--- src/rtl/tiny_core_pkg.sv ---
package tiny_core_pkg;
  localparam int DW     = 8;              // data and address width
  localparam int IW     = 2 * DW;         // instruction word: opcode byte + operand byte
  localparam int NREG   = 3;              // general registers
  localparam int RSEL_W = $clog2(NREG + 1);

  typedef enum logic [2:0] {
    CLS_MOVREG = 3'b000,
    CLS_MOVALU = 3'b001,
    CLS_ARITH  = 3'b010,
    CLS_BRANCH = 3'b111
  } instr_class_e;

  // strobes from the sequencer to the datapath
  typedef struct packed {
    logic              regWe;    // write a general register
    logic              aluWe;    // write A or B
    logic              zWe;      // update zero flag
    logic              pcEn;     // advance or load PC
    logic              jump;     // load PC from operand
    logic              fromAlu;  // register write takes ALU result
    logic              sub;      // ALU subtracts
    logic              useImm;   // source is operand byte
    logic              aluDstB;  // ALU register write goes to B
    logic [RSEL_W-1:0] dst;
    logic [RSEL_W-1:0] src;
    logic [DW-1:0]     imm;
  } ctl_t;
endpackage

--- src/rtl/tiny_core_ctrl.sv ---
module tiny_core_ctrl
  import tiny_core_pkg::*;
(
  input  logic          clk,
  input  logic          rstN,
  input  logic [IW-1:0] instrWord,
  input  logic          zFlag,
  output ctl_t          ctl
);
  logic          execPhase;
  logic [IW-1:0] ir;
  logic [DW-1:0] op;
  instr_class_e  cls;
  logic          srcOk;

  always_ff @(posedge clk or negedge rstN) begin
    if (!rstN) begin
      execPhase <= 1'b0;
      ir        <= '0;
    end else begin
      execPhase <= !execPhase;
      if (!execPhase) ir <= instrWord;
    end
  end

  assign op    = ir[IW-1:DW];
  assign cls   = instr_class_e'(op[7:5]);
  assign srcOk = op[4] || (op[1:0] != 2'b11);

  always_comb begin
    ctl         = '0;
    ctl.imm     = ir[DW-1:0];
    ctl.dst     = op[3:2];
    ctl.src     = op[1:0];
    ctl.useImm  = op[4];
    ctl.sub     = op[0];
    ctl.aluDstB = op[2];
    if (execPhase) begin
      ctl.pcEn = 1'b1;
      case (cls)
        CLS_MOVREG: ctl.regWe = (op[3:2] != 2'b11) && srcOk;
        CLS_MOVALU: ctl.aluWe = !op[3] && srcOk;
        CLS_ARITH: begin
          if (op[3:2] != 2'b11) begin
            ctl.regWe   = 1'b1;
            ctl.fromAlu = 1'b1;
            ctl.zWe     = 1'b1;
          end else begin
            ctl.zWe = op[0];               // compare
          end
        end
        CLS_BRANCH: ctl.jump = !op[3] || (zFlag == op[2]);
        default: ;
      endcase
    end
  end

  // the compare opcode updates the flag and writes nothing
  a_r6_cmp_no_write: assert property (@(posedge clk) disable iff (!rstN)
    (execPhase && op == 8'h4D) |-> (ctl.zWe && !ctl.regWe && !ctl.aluWe));

  // unused classes raise no write strobe
  a_r9_unused_class_idle: assert property (@(posedge clk) disable iff (!rstN)
    (execPhase && op[7:5] inside {3'b011, 3'b100, 3'b101, 3'b110})
      |-> !(ctl.regWe || ctl.aluWe || ctl.zWe || ctl.jump));

  // nothing is written during the fetch cycle
  a_r2_fetch_quiet: assert property (@(posedge clk) disable iff (!rstN)
    !execPhase |-> !(ctl.regWe || ctl.aluWe || ctl.zWe || ctl.pcEn));
endmodule

--- src/rtl/tiny_core_dpath.sv ---
module tiny_core_dpath
  import tiny_core_pkg::*;
(
  input  logic          clk,
  input  logic          rstN,
  input  ctl_t          ctl,
  output logic [DW-1:0] pc,
  output logic          zFlag,
  output logic [DW-1:0] gprOut [NREG],
  output logic [DW-1:0] aReg,
  output logic [DW-1:0] bReg
);
  logic [DW-1:0] gpr [NREG];
  logic [DW-1:0] srcVal;
  logic [DW-1:0] aluRes;
  logic [DW-1:0] wrVal;

  always_comb begin
    srcVal = '0;
    if (ctl.useImm) srcVal = ctl.imm;
    else if (int'(ctl.src) < NREG) srcVal = gpr[ctl.src];
  end

  assign aluRes = ctl.sub ? (aReg - bReg) : (aReg + bReg);
  assign wrVal  = ctl.fromAlu ? aluRes : srcVal;

  for (genvar i = 0; i < NREG; i++) begin : g_gpr
    always_ff @(posedge clk or negedge rstN) begin
      if (!rstN) gpr[i] <= '0;
      else if (ctl.regWe && int'(ctl.dst) == i) gpr[i] <= wrVal;
    end
    assign gprOut[i] = gpr[i];
  end

  always_ff @(posedge clk or negedge rstN) begin
    if (!rstN) begin
      aReg  <= '0;
      bReg  <= '0;
      zFlag <= 1'b0;
      pc    <= '0;
    end else begin
      if (ctl.aluWe && !ctl.aluDstB) aReg <= srcVal;
      if (ctl.aluWe &&  ctl.aluDstB) bReg <= srcVal;
      if (ctl.zWe) zFlag <= (aluRes == '0);
      if (ctl.pcEn) pc <= ctl.jump ? ctl.imm : pc + 1'b1;
    end
  end

  // moves leave the flag alone
  a_r8_move_keeps_z: assert property (@(posedge clk) disable iff (!rstN)
    ((ctl.regWe && !ctl.fromAlu) || ctl.aluWe) |=> $stable(zFlag));

  // after arithmetic the flag reflects the stored result
  a_r5_z_tracks_result: assert property (@(posedge clk) disable iff (!rstN)
    (ctl.zWe && ctl.regWe) |=> (zFlag == (gpr[$past(ctl.dst)] == '0)));

  // a taken branch lands on the operand
  a_r7_jump_target: assert property (@(posedge clk) disable iff (!rstN)
    (ctl.pcEn && ctl.jump) |=> (pc == $past(ctl.imm)));

  // sequential step wraps modulo 256
  a_r2_pc_step: assert property (@(posedge clk) disable iff (!rstN)
    (ctl.pcEn && !ctl.jump) |=> (pc == DW'($past(pc) + 1)));
endmodule

--- src/rtl/tiny_core.sv ---
module tiny_core
  import tiny_core_pkg::*;
(
  input  logic          clk,
  input  logic          rstN,
  output logic [DW-1:0] instrAddr,
  input  logic [IW-1:0] instrWord,
  output logic [DW-1:0] dbgR0,
  output logic [DW-1:0] dbgR1,
  output logic [DW-1:0] dbgR2,
  output logic [DW-1:0] dbgA,
  output logic [DW-1:0] dbgB,
  output logic          dbgZ
);
  ctl_t          ctl;
  logic          zFlag;
  logic [DW-1:0] gprOut [NREG];

  tiny_core_ctrl u_ctrl (
    .clk       (clk),
    .rstN      (rstN),
    .instrWord (instrWord),
    .zFlag     (zFlag),
    .ctl       (ctl)
  );

  tiny_core_dpath u_dpath (
    .clk    (clk),
    .rstN   (rstN),
    .ctl    (ctl),
    .pc     (instrAddr),
    .zFlag  (zFlag),
    .gprOut (gprOut),
    .aReg   (dbgA),
    .bReg   (dbgB)
  );

  assign dbgR0 = gprOut[0];
  assign dbgR1 = gprOut[1];
  assign dbgR2 = gprOut[2];
  assign dbgZ  = zFlag;
endmodule

--- config.mk ---
export PLATFORM = sky130hd
export DESIGN_NAME = tiny_core
export DESIGN_NICKNAME = d
export VERILOG_FILES = /design/src/rtl/tiny_core_pkg.sv /design/src/rtl/tiny_core_ctrl.sv /design/src/rtl/tiny_core_dpath.sv /design/src/rtl/tiny_core.sv
export SDC_FILE = /design/constraint.sdc
export NUM_CORES = 1
export LEC_CHECK = 0
export ABC_CLOCK_PERIOD_IN_PS = 4490
export BUFFER_PORTS_ARGS = -buffer_cell sky130_fd_sc_hd__buf_2
export CORE_UTILIZATION = 55
export CTS_CLUSTER_SIZE = 24
export DETAILED_ROUTE_END_ITERATION = 7
export PLACE_DENSITY_LB_ADDON = 0.2
export SLEW_MARGIN = 30
export SYNTH_ARGS = -nofsm -noshare
export SYNTH_HDL_FRONTEND = slang
export SYNTH_SLANG_ARGS = --single-unit
--- constraint.sdc ---
create_clock -name clk -period 4.49 [get_ports clk]
set_input_delay 0.2245 -clock clk [delete_from_list [all_inputs] [get_ports clk]]
set_output_delay 0.2245 -clock clk [all_outputs]
set_load 0.01 [all_outputs]
==> results of run 1 <==
flip-flops by register name, indices dropped and copies added (netlist names):
| register | count |
|---|---|
| u_dpath.pc | 8 |
| u_dpath.bReg | 8 |
| u_ctrl.execPhase | 1 |
| u_dpath.aReg | 8 |
| u_ctrl.ir | 16 |
| u_dpath.zFlag | 1 |
| u_dpath.gprOut | 24 |
final cells by class:
cell class / count / area share (%)
multi-input cells: 243 / 41.7
inverters: 19 / 1.77
clock buffers: 11 / 3.25
well taps: 75 / 2.32
repair buffers: 69 / 8.68
clock inverters: 5 / 1.36
flip-flops and latches: 66 / 40.9
Yosys cell counts, types with 2 or more instances:
master / n / area share (%)
dfrtp_1: 66 / 48
nand2_1: 39 / 4.2
o21ai_0: 34 / 4.9
mux2_2: 30 / 9.8
a21oi_1: 21 / 3.0
nor2_1: 21 / 2.3
inv_1: 19 / 2.1
mux2i_1: 16 / 4.6
a211oi_1: 9 / 2.0
ha_1: 9 / 3.3
xnor2_1: 9 / 2.3
clkbuf_1: 8 / 0.87
a31oi_1: 5 / 0.90
buf_2: 5 / 0.72
nand3_1: 5 / 0.72
xor2_1: 5 / 1.3
nand2b_1: 4 / 0.72
o31ai_1: 4 / 0.87
buf_1: 3 / 0.33
nor2b_1: 3 / 0.54
nor3_1: 3 / 0.43
a21o_1: 2 / 0.43
o21ai_1: 2 / 0.29
o22ai_1: 2 / 0.36
o31a_1: 2 / 0.51
power breakdown:
part / leakage, nW / switching, mW / internal [mW] / total (mW)
sequential: 0.824 / 0.121 / 0.712 / 0.834
combinational: 1.08 / 0.376 / 0.294 / 0.670
clock: 0.0893 / 0.228 / 0.255 / 0.482
total: 2.00 / 0.725 / 1.26 / 1.99
worst paths after layout:
| path | slack, ns | startpoint | endpoint |
|---|---|---|---|
| max in group asynchronous | 3.87 | rstN | u_dpath.gprOut[15]$_DFFE_PN0P_ |
| worst min register to register | 0.50 | u_dpath.gprOut[21]$_DFFE_PN0P_ | u_dpath.gprOut[21]$_DFFE_PN0P_ |
| worst max-delay path | 1.58 | u_ctrl.ir[8]$_DFFE_PN0N_ | u_dpath.zFlag$_DFFE_PN0P_ |
| worst max register to register | 1.58 | u_ctrl.ir[8]$_DFFE_PN0N_ | u_dpath.zFlag$_DFFE_PN0P_ |
| min in group clk | 0.11 | instrWord[0] | u_ctrl.ir[0]$_DFFE_PN0N_ |
| worst min-delay path | 0.05 | rstN | u_dpath.aReg[1]$_DFFE_PN0P_ |
cells by family (layout without fill, tap and decap cells):
group | count (synthesis) | after routing | share of synthesized area, %
AOI/OAI and AO/OA | 87 | 87 | 14.7
DFF | 66 | 66 | 47.7
and+or+nand+nor | 86 | 86 | 11.9
xor gates and xnor gates | 14 | 14 | 3.54
adders and majority gates | 10 | 10 | 3.83
muxes | 46 | 46 | 14.4
buffers and inverters | 35 | 104 | 3.97
worst max-delay path, stage by stage (launching register included):
cell and delay (ns):
dfrtp_1 0.72, mux2i_1 0.26, fa_1 0.48, a211oi_1 0.32
nor2_1 0.11, xor2_1 0.16, or4_1 0.49, nor4_2 0.15
a22o_1 0.16
metrics by stage:
| step | util (%) | total power [mW] | hold WS (ns) | area, um^2 |
|---|---|---|---|---|
| floorplan | - | 1.27 | -0.0711 | 3460 |
| global placement | 64.1 | 1.48 | 0.453 | 3840 |
| detailed placement | 64.1 | 1.51 | 0.459 | 3840 |
| CTS | 67.3 | 1.99 | 0.101 | 4030 |
| global route | 67.4 | 2.12 | 0.111 | 4040 |
| finish | 67.4 | 1.99 | 0.0516 | 4040 |
metal layers:
metal	up-vias	part of all wire [%]	track usage [%]
met2	63	44	38.2
li1	1349	-	-
met1	1305	51	38.0
met3	15	3.3	4.38
met5	-	0	0
met4	0	1.5	9.82
==> metrics.md, run 1 <==
| Metric | Value |
|---|---|
| Status | `finished, final reports clean` |
| Final TNS setup | `0 ns` |
| RSZ-0062 raised after global routing | `false` |
| Nature of the critical path startpoint | `flop` |
| Yosys Warn Count | `0` |
| Die Ht | `between 80 and 90 um` |
| Gr ovfl total | `0` |
| Final #Nets | `436` |
| CTS Buf Count | `9` |
| Via count | `around 2700` |
| Fmax | `0.344 GHz` |
| Worst hold path class | `input pin to async pin` |
| WL/cell | `16.1 um` |
| DR vias/cell | `5.60` |
| Post-DP HPWL | `roughly 5700 um` |
| 1st-pass router iterations | `6` |
| Worst ir drop on vdd | `around 0.00026 V` |
| Element type at the critical path end | `flop` |
| H-tree depth | `3` |
| Hold Buf Count CTS | `0` |
| FP Rows | `28` |
| FF+latch area | `around 1700 um^2` |
| Cells on worst reg2reg path | `8` |
| Initial drt markers | `~130` |
| First-pass GRT wire length | `around 13000 um` |
| Clk_lat worst skew | `~0.34 ns` |
| Input/output buffers | `66` |
| Cells after Synth | `around 340` |
| CP required | `4.77 ns` |
| Sequential fraction of the synthesis area | `between 40% and 50%` |
| Tmin final | `around 2.9 ns` |
| CTS Buffer Depth | `2` |
| Worst Path Max Fanout | `19` |
| Synth cell types | `43` |
| DP Worst Slack | `roughly 1.7 ns` |
| TritonCTS clock tree | `yes` |
| Final Skew | `0.00683 ns` |
| Synthesized Nets | `about 370` |
| Max-cap viol count | `0` |
| Post-route insts no fill | `a little under 500` |
| Final Hold Vio Count | `0` |
| Layout cell share with drive strength beyond 1 | `slightly below 30%` |
| Period utilisation layout | `between 60% and 70%` |
| Clk sinks | `66` |
| Setup Viol. Count Final | `0` |
| Die area | `roughly 6600 um^2` |
| Clock root cell | `clkbuf_8` |
| Post-cts sizing count | `0` |
| Worst-Margin Slew | `~0.83 ns` |
| P&R area growth vs syn | `16.5%` |
| Asr flop ratio synth | `between 90% and 100%` |
| Register bit total from synthesis | `66` |
| Setup ws final | `between 1.5 and 2 ns` |
| Rel. slew slack | `between 40% and 50%` |
| Detailed-route DRC error count | `0` |
| Max Transition Viols Final | `0` |
| Cell area power density | `between 400 and 500 nW/um^2` |
| Reg clk slew, reported paths | `~0.07 ns` |
| Vias in the first global route | `between 2000 and 3000` |
| Commonest non-fill, non-tap cell in the layout | `buf_2` |
| Multi-input logic area | `about 1700 um^2` |
| # fillers | `approximately 470` |
| Syn Std Cell Area | `~3500 um^2` |
| Crit path DAT | `around 3.2 ns` |
| Commonest non-fill, non-tap cells in the layout | `buf_2 (67), dfrtp_1 (66), nand2_1 (39)` |
| Drt total wl | `roughly 7900 um` |
| Pin count of the biggest net entering global routing | `67` |
| Core Area | `5990 um^2` |
| GPL Wtd Cong | `just over 0.8` |
| Post-CTS Setup Bufs | `0` |
| Initial core utilization | `57.8%` |
| Total GRT Usage | `26.0%` |
| CP Class | `flop to flop` |
| I/O pins | `67` |
| DRT antenna net count | `0` |
| Syn avg cell area | `10.1 um^2` |
| ANT cells | `0` |
| Antenna violations before repair | `0` |
| P_leak | `2.00 nW` |
| Placed cells | `between 400 and 500` |
| Top_reg_cell synth | `dfrtp_1` |
| Die Wd | `about 80 um` |
| Post-synth EDFFs | `0` |
(Power assumes the default switching activity.)
==> inputs of run 2 (changes only) <==
Settings changed: ABC_CLOCK_PERIOD_IN_PS 4490 to 3000.
Clock period 4.49 ns to 3 ns, I/O delays scaled along.
==> metrics.md, run 2 (synthesis results as in run 1) <==
| Metric | Value |
|---|---|
| Element type at the critical path end | `flop` |
| Commonest non-fill, non-tap cell in the layout | `buf_2` |
| DP Worst Slack | `0.272 ns (-1.38 ns)` |
| Vias in the first global route | `2558 (unchanged)` |
| Clk_lat worst skew | `0.33 ns (about the same)` |
| Initial core utilization | `57.8% (unchanged)` |
| Hold Buf Count CTS | `1 (+1)` |
| Worst hold path class | `input pin to flop` |
| Clock root cell | `clkbuf_8` |
| Overall power | `2.91 mW (+46%)` |
| GPL Wtd Cong | `0.840 (+3.5%)` |
| CTS Buffer Depth | `2 (unchanged)` |
| Crit path max-delay cell type | `or4_1` |
| RSZ-0062 raised after global routing | `false` |
| Core Area | `5990 um^2 (unchanged)` |
| Drt total wl | `7880 um (+0.28%)` |
| Nature of the critical path startpoint | `flop` |
| CP required | `3.27 ns (-1.50 ns)` |
| Worst ir drop on vdd | `0.000438 V (+71%)` |
| Fmax | `0.366 GHz (+6.6%)` |
| Antenna violations before repair | `0 (unchanged)` |
| FP Rows | `28 (unchanged)` |
| Die area | `6620 um^2 (unchanged)` |
| Commonest non-fill, non-tap cells in the layout | `buf_2 (67), dfrtp_1 (66), nand2_1 (39)` |
| Pin count of the biggest net entering global routing | `44 (-34%)` |
| Final Hold Vio Count | `0 (unchanged)` |
| DR vias/cell | `5.57 (-0.60%)` |
| 1st-pass router iterations | `4 (-2)` |
| Cell area power density | `717 nW/um^2 (+46%)` |
| Status | `finished, final reports clean` |
| Post-cts sizing count | `0 (unchanged)` |
| Setup slack, reg-to-reg | `0.27 ns (-1.31 ns)` |
| Crit path buf inv count | `1 (+1)` |
| ANT cells | `0 (unchanged)` |
| Final #Nets | `441 (+1.1%)` |
| # fillers | `470 (+0.43%)` |
| Worst Path Max Fanout | `5 (-14)` |
| Crit path DAT | `3.00 ns (-0.19 ns)` |
| Gr ovfl total | `0 (unchanged)` |
| Post-CTS Setup Bufs | `0 (unchanged)` |
| Clk sinks | `66 (unchanged)` |
| Worst-Margin Slew | `0.804 ns (-0.0309 ns)` |
| TritonCTS clock tree | `yes` |
| RR Startpoint | `u_dpath.bReg[0]$_DFFE_PN0P_` |
| P_leak | `2.01 nW (+0.88%)` |
| Post-DP HPWL | `5760 um (+1.5%)` |
| DRT antenna net count | `0 (unchanged)` |
| First-pass GRT wire length | `12600 um (-0.43%)` |
| Input/output buffers | `66 (unchanged)` |
| Die Wd | `81.4 um (unchanged)` |
| CP Class | `flop to flop` |
| Reg clk slew, reported paths | `0.07 ns (about the same)` |
| Setup Viol. Count Final | `0 (unchanged)` |
| WL/cell | `16.0 um (-0.54%)` |
| Detailed-route DRC error count | `0 (unchanged)` |
| CP endpoint | `u_dpath.zFlag$_DFFE_PN0P_` |
| Period utilisation layout | `91.0% (+26 points)` |
| Final Skew | `0.0102 ns (+0.00342 ns)` |
| Rel. slew slack | `46.1% (+1.7 points)` |
| Flip-flop count of the largest register after layout | `24 (unchanged)` |
| Tmin final | `2.73 ns (-0.179 ns)` |
| Total GRT Usage | `25.9% (-0.083 points)` |
| Max Transition Viols Final | `0 (unchanged)` |
| Max-cap viol count | `0 (unchanged)` |
| CTS Buf Count | `9 (unchanged)` |
| R2r endpoint | `u_dpath.zFlag$_DFFE_PN0P_` |
| Slowest cell delay on critical path | `0.48 ns (-0.24 ns)` |
| CP cell instances | `inv_1, ha_1, mux2i_1, fa_1, a211oi_1, nor2_1, xor2_1, or4_1, nor4_2, a22o_1` |
| CP Depth | `10 (+2)` |
| Layout cell share with drive strength beyond 1 | `28.8% (-0.037 points)` |
| Final TNS setup | `0 ns (unchanged)` |
| Die Ht | `81.4 um (unchanged)` |
| Via count | `2738 (+0.22%)` |
| Placement Cell Area | `3870 um^2 (+0.78%)` |
| Setup ws final | `0.269 ns (-1.31 ns)` |
| P&R area growth vs syn | `17.0%` |
| Crit path from | `u_dpath.bReg[0]$_DFFE_PN0P_` |
| H-tree depth | `3 (unchanged)` |
| Cells on worst reg2reg path | `10 (+2)` |
| CP delay by family, top | `adder cells` |
| Initial drt markers | `223 (+73%)` |
| I/O pins | `67 (unchanged)` |
| Post-Layout Inst Area | `4050 um^2 (+0.43%)` |
run 2: cell count changes in the layout (fill, tap and decap cells not counted), sizes merged:
cell         previous run  this run
buf                    69        73
clkbuf                 11        13
bufinv                  1         0
clkinv                  2         1
clkinvlp                2         1
dlygate4sd3             0         1
run 2: stage by stage:
step / std cells / utilization [%] / hold WS [ns]
final: 492 / 67.7 / 0.0444
after global routing: 492 / 67.7 / 0.0460
after CTS: 492 / 67.7 / 0.0386
after detailed placement: 476 / 64.6 / 0.167
after global placement: 475 / 64.6 / 0.162
after floorplan: 344 / - / -0.146
run 2: per-layer routing:
metal	wire, um	up-vias	GRT usage [%]
li1	-	1345	-
met1	3810	1296	38.9
met2	3500	83	37.3
met3	421	14	3.60
met4	148	0	10.5
met5	0	-	0
run 2: area by class of cell:
cell class	instances	area, um^2	area share, %
Tap cell	75	93.8	2.31
Inverter	19	71.3	1.76
Clock inverter	2	12.5	0.309
Clock buffer	13	159	3.92
Timing Repair Buffer	74	390	9.63
Sequential cell	66	1650	40.7
Multi-Input combinational cell	243	1680	41.3
run 2: how the worst min path moves through the flow:
stage,depth (start not counted),from,endpoint
after global routing,2,instrWord[9],u_ctrl.ir[9]$_DFFE_PN0N_
after detailed placement,1,rstN,u_dpath.gprOut[0]$_DFFE_PN0P_
final,2,instrWord[9],u_ctrl.ir[9]$_DFFE_PN0N_
after global placement,1,rstN,u_dpath.gprOut[0]$_DFFE_PN0P_
after CTS,2,instrWord[7],u_ctrl.ir[7]$_DFFE_PN0N_
after floorplan,0,rstN,u_ctrl.execPhase$_DFF_PN0_
run 2: power by group:
group          switching, mW  leakage [nW]  total [mW]  internal, mW
registers              0.176         0.824        1.24          1.07
logic                  0.556          1.10       0.998         0.442
clock network          0.324        0.0855       0.665         0.340
total                   1.06          2.01        2.91          1.85
==> inputs of run 3 (changes only) <==
Settings changed: ABC_CLOCK_PERIOD_IN_PS 3000 to 2800.
Clock period 3 ns to 2.8 ns, I/O delays scaled along.
==> metrics.md, run 3 (synthesis results as in run 1) <==
| Metric | Value |
|---|---|
| ANT cells | `0 (unchanged)` |
| Initial core utilization | `57.8% (unchanged)` |
| Detailed-route DRC error count | `0 (unchanged)` |
| Final Hold Vio Count | `0 (unchanged)` |
| Hold path cells | `2 (unchanged)` |
| TritonCTS clock tree | `yes` |
| P_leak | `2.01 nW (about the same)` |
| Final Skew | `0.0113 ns (+0.00102 ns)` |
| Pin count of the biggest net entering global routing | `43 (-2.3%)` |
| Antenna violations before repair | `0 (unchanged)` |
| Sw Ratio | `36.5% (+0.16 points)` |
| Post-DP HPWL | `5770 um (+0.20%)` |
| First-pass GRT wire length | `12600 um (-0.27%)` |
| Tmin final | `2.68 ns (-0.0552 ns)` |
| Element type at the critical path end | `flop` |
| Vias in the first global route | `2466 (-3.6%)` |
| Clk sinks | `66 (unchanged)` |
| Internal power | `1.99 mW (+7.7%)` |
| Cells on worst reg2reg path | `10 (unchanged)` |
| Die Ht | `81.4 um (unchanged)` |
| Status | `finished, final reports clean` |
| Logic pwr share | `34.9% (+0.6 points)` |
| P&R area growth vs syn | `17.3%` |
| I/O pins | `67 (unchanged)` |
| Commonest non-fill, non-tap cells in the layout | `buf_2 (66), dfrtp_1 (66), nand2_1 (39)` |
| 1st-pass router iterations | `4 (unchanged)` |
| Post-route insts no fill | `491 (-0.20%)` |
| CP Class | `flop to flop` |
| Rel. slew slack | `46.5% (+0.39 points)` |
| Worst hold path class | `input pin to flop` |
| Gr ovfl total | `0 (unchanged)` |
| Worst-Margin Slew | `0.798 ns (-0.00586 ns)` |
| RSZ-0062 raised after global routing | `false` |
| Crit path DAT | `2.95 ns (-0.05 ns)` |
| Cell area power density | `772 nW/um^2 (+7.7%)` |
| Setup Viol. Count Final | `0 (unchanged)` |
| WL/cell | `16.1 um (+0.53%)` |
| Nature of the critical path startpoint | `flop` |
| Core Area | `5990 um^2 (unchanged)` |
| CP required | `3.08 ns (-0.19 ns)` |
| GPL Wtd Cong | `0.841 (+0.14%)` |
| DR vias/cell | `5.65 (+1.4%)` |
| Worst ir drop on vdd | `0.000461 V (+5.3%)` |
| Input/output buffers | `66 (unchanged)` |
| Via count | `2772 (+1.2%)` |
| H-tree depth | `3 (unchanged)` |
| Final TNS setup | `0 ns (unchanged)` |
| Initial drt markers | `257 (+15%)` |
| Drt total wl | `7900 um (+0.33%)` |
| Worst Path Max Fanout | `5 (unchanged)` |
| Fmax | `0.374 GHz (+2.1%)` |
| Final core occ | `67.9% (+0.19 points)` |
| Switch Pwr | `1.15 mW (+8.4%)` |
| Total GRT Usage | `26.2% (+0.34 points)` |
| Placement Cell Area | `3860 um^2 (-0.32%)` |
| Die area | `6620 um^2 (unchanged)` |
| Flip-flop count of the largest register after layout | `24 (unchanged)` |
| Period utilisation layout | `95.6% (+4.5 points)` |
| Clk_lat worst skew | `0.34 ns (about the same)` |
| Clock root cell | `clkbuf_8` |
| Part of the power in registers | `42.4% (-0.4 points)` |
| Post-Layout Inst Area | `4070 um^2 (+0.28%)` |
| Overall power | `3.14 mW (+8.0%)` |
| CTS Buffer Depth | `2 (unchanged)` |
| Clock share of power | `22.7% (-0.2 points)` |
| Max Transition Viols Final | `0 (unchanged)` |
| Layout cell share with drive strength beyond 1 | `29.6% (+0.79 points)` |
| Placed cells | `474 (-0.42%)` |
| Final #Nets | `440 (-0.23%)` |
| DRT antenna net count | `0 (unchanged)` |
| CTS Buf Count | `9 (unchanged)` |
| Max-cap viol count | `0 (unchanged)` |
| Reg clk slew, reported paths | `0.07 ns (about the same)` |
| FP Rows | `28 (unchanged)` |
| Die Wd | `81.4 um (unchanged)` |
-- run 3: cell count changes in the layout (fill, tap and decap cells not counted) --
cell,delta
a211oi_1,-1
o21ai_1,-1
o21ai_2,+2
o21ai_0,-1
mux2i_1,-1
buf_2,-1
mux2i_2,+1
a211oi_2,+1
-- run 3: layout make-up --
type / count / area [um^2]
tap: 75 / 93.8
multi-input combinational: 243 / 1690
sequential: 66 / 1650
timing repair buffer: 73 / 385
clock inverter: 2 / 12.5
inverter: 19 / 71.3
fill: 478 / 1930
clock buffer: 13 / 159
-- run 3: per-stage QoR --
stage | hold slack, ns | setup slack, ns
4_1_cts | 0.0233 | 0.0449
2_1_floorplan | -0.156 | 0.153
3_3_place_gp | 0.159 | 0.183
5_1_grt | 0.00993 | 0.0120
6_report | 0.0262 | 0.124
3_5_place_dp | 0.169 | 0.0952
-- run 3: power groups by stage --
stage | Sequential, mW | Clock [mW] | Combinational [mW]
2_1_floorplan | 1.39 | 0 | 0.643
3_3_place_gp | 1.34 | 0 | 1.04
3_5_place_dp | 1.35 | 0 | 1.07
4_1_cts | 1.33 | 0.723 | 1.08
5_1_grt | 1.36 | 0.774 | 1.22
6_report | 1.33 | 0.711 | 1.10
-- run 3: timing repair --
item	CTS	global route
endpoints found under the hold margin	24	0
gates resized for setup	0	3
setup buffers	0	1
hold buffers	1	0
setup endpoints to repair	0	10
-- run 3: final timing paths --
check | from | to | slack [ns]
min | instrWord[7] | u_ctrl.ir[7]$_DFFE_PN0N_ | 0.03
max in group asynchronous | rstN | u_ctrl.ir[6]$_DFFE_PN0N_ | 1.51
min reg2reg | u_dpath.gprOut[19]$_DFFE_PN0P_ | u_dpath.gprOut[19]$_DFFE_PN0P_ | 0.50
max reg2reg | u_dpath.bReg[1]$_DFFE_PN0P_ | u_dpath.zFlag$_DFFE_PN0P_ | 0.12
max | u_dpath.bReg[1]$_DFFE_PN0P_ | u_dpath.zFlag$_DFFE_PN0P_ | 0.12
min in group asynchronous | rstN | u_dpath.gprOut[0]$_DFFE_PN0P_ | 0.33
-- run 3: routing by layer --
layer	up-vias	global-route usage, %	routed length, um
met3	9	5.73	393
met1	1345	38.5	3880
li1	1346	-	-
met4	0	9.11	91
met2	72	37.9	3540
met5	-	0	0
-- run 3: critical path, cell delays in order, from the launching register on --
cell      delay (ns)
dfrtp_1         0.42
inv_1           0.06
ha_1            0.29
mux2i_2         0.09
fa_1            0.47
a211oi_2        0.26
nor2_1          0.09
xor2_1          0.15
or4_1           0.48
nor4_2          0.15
a22o_1          0.15
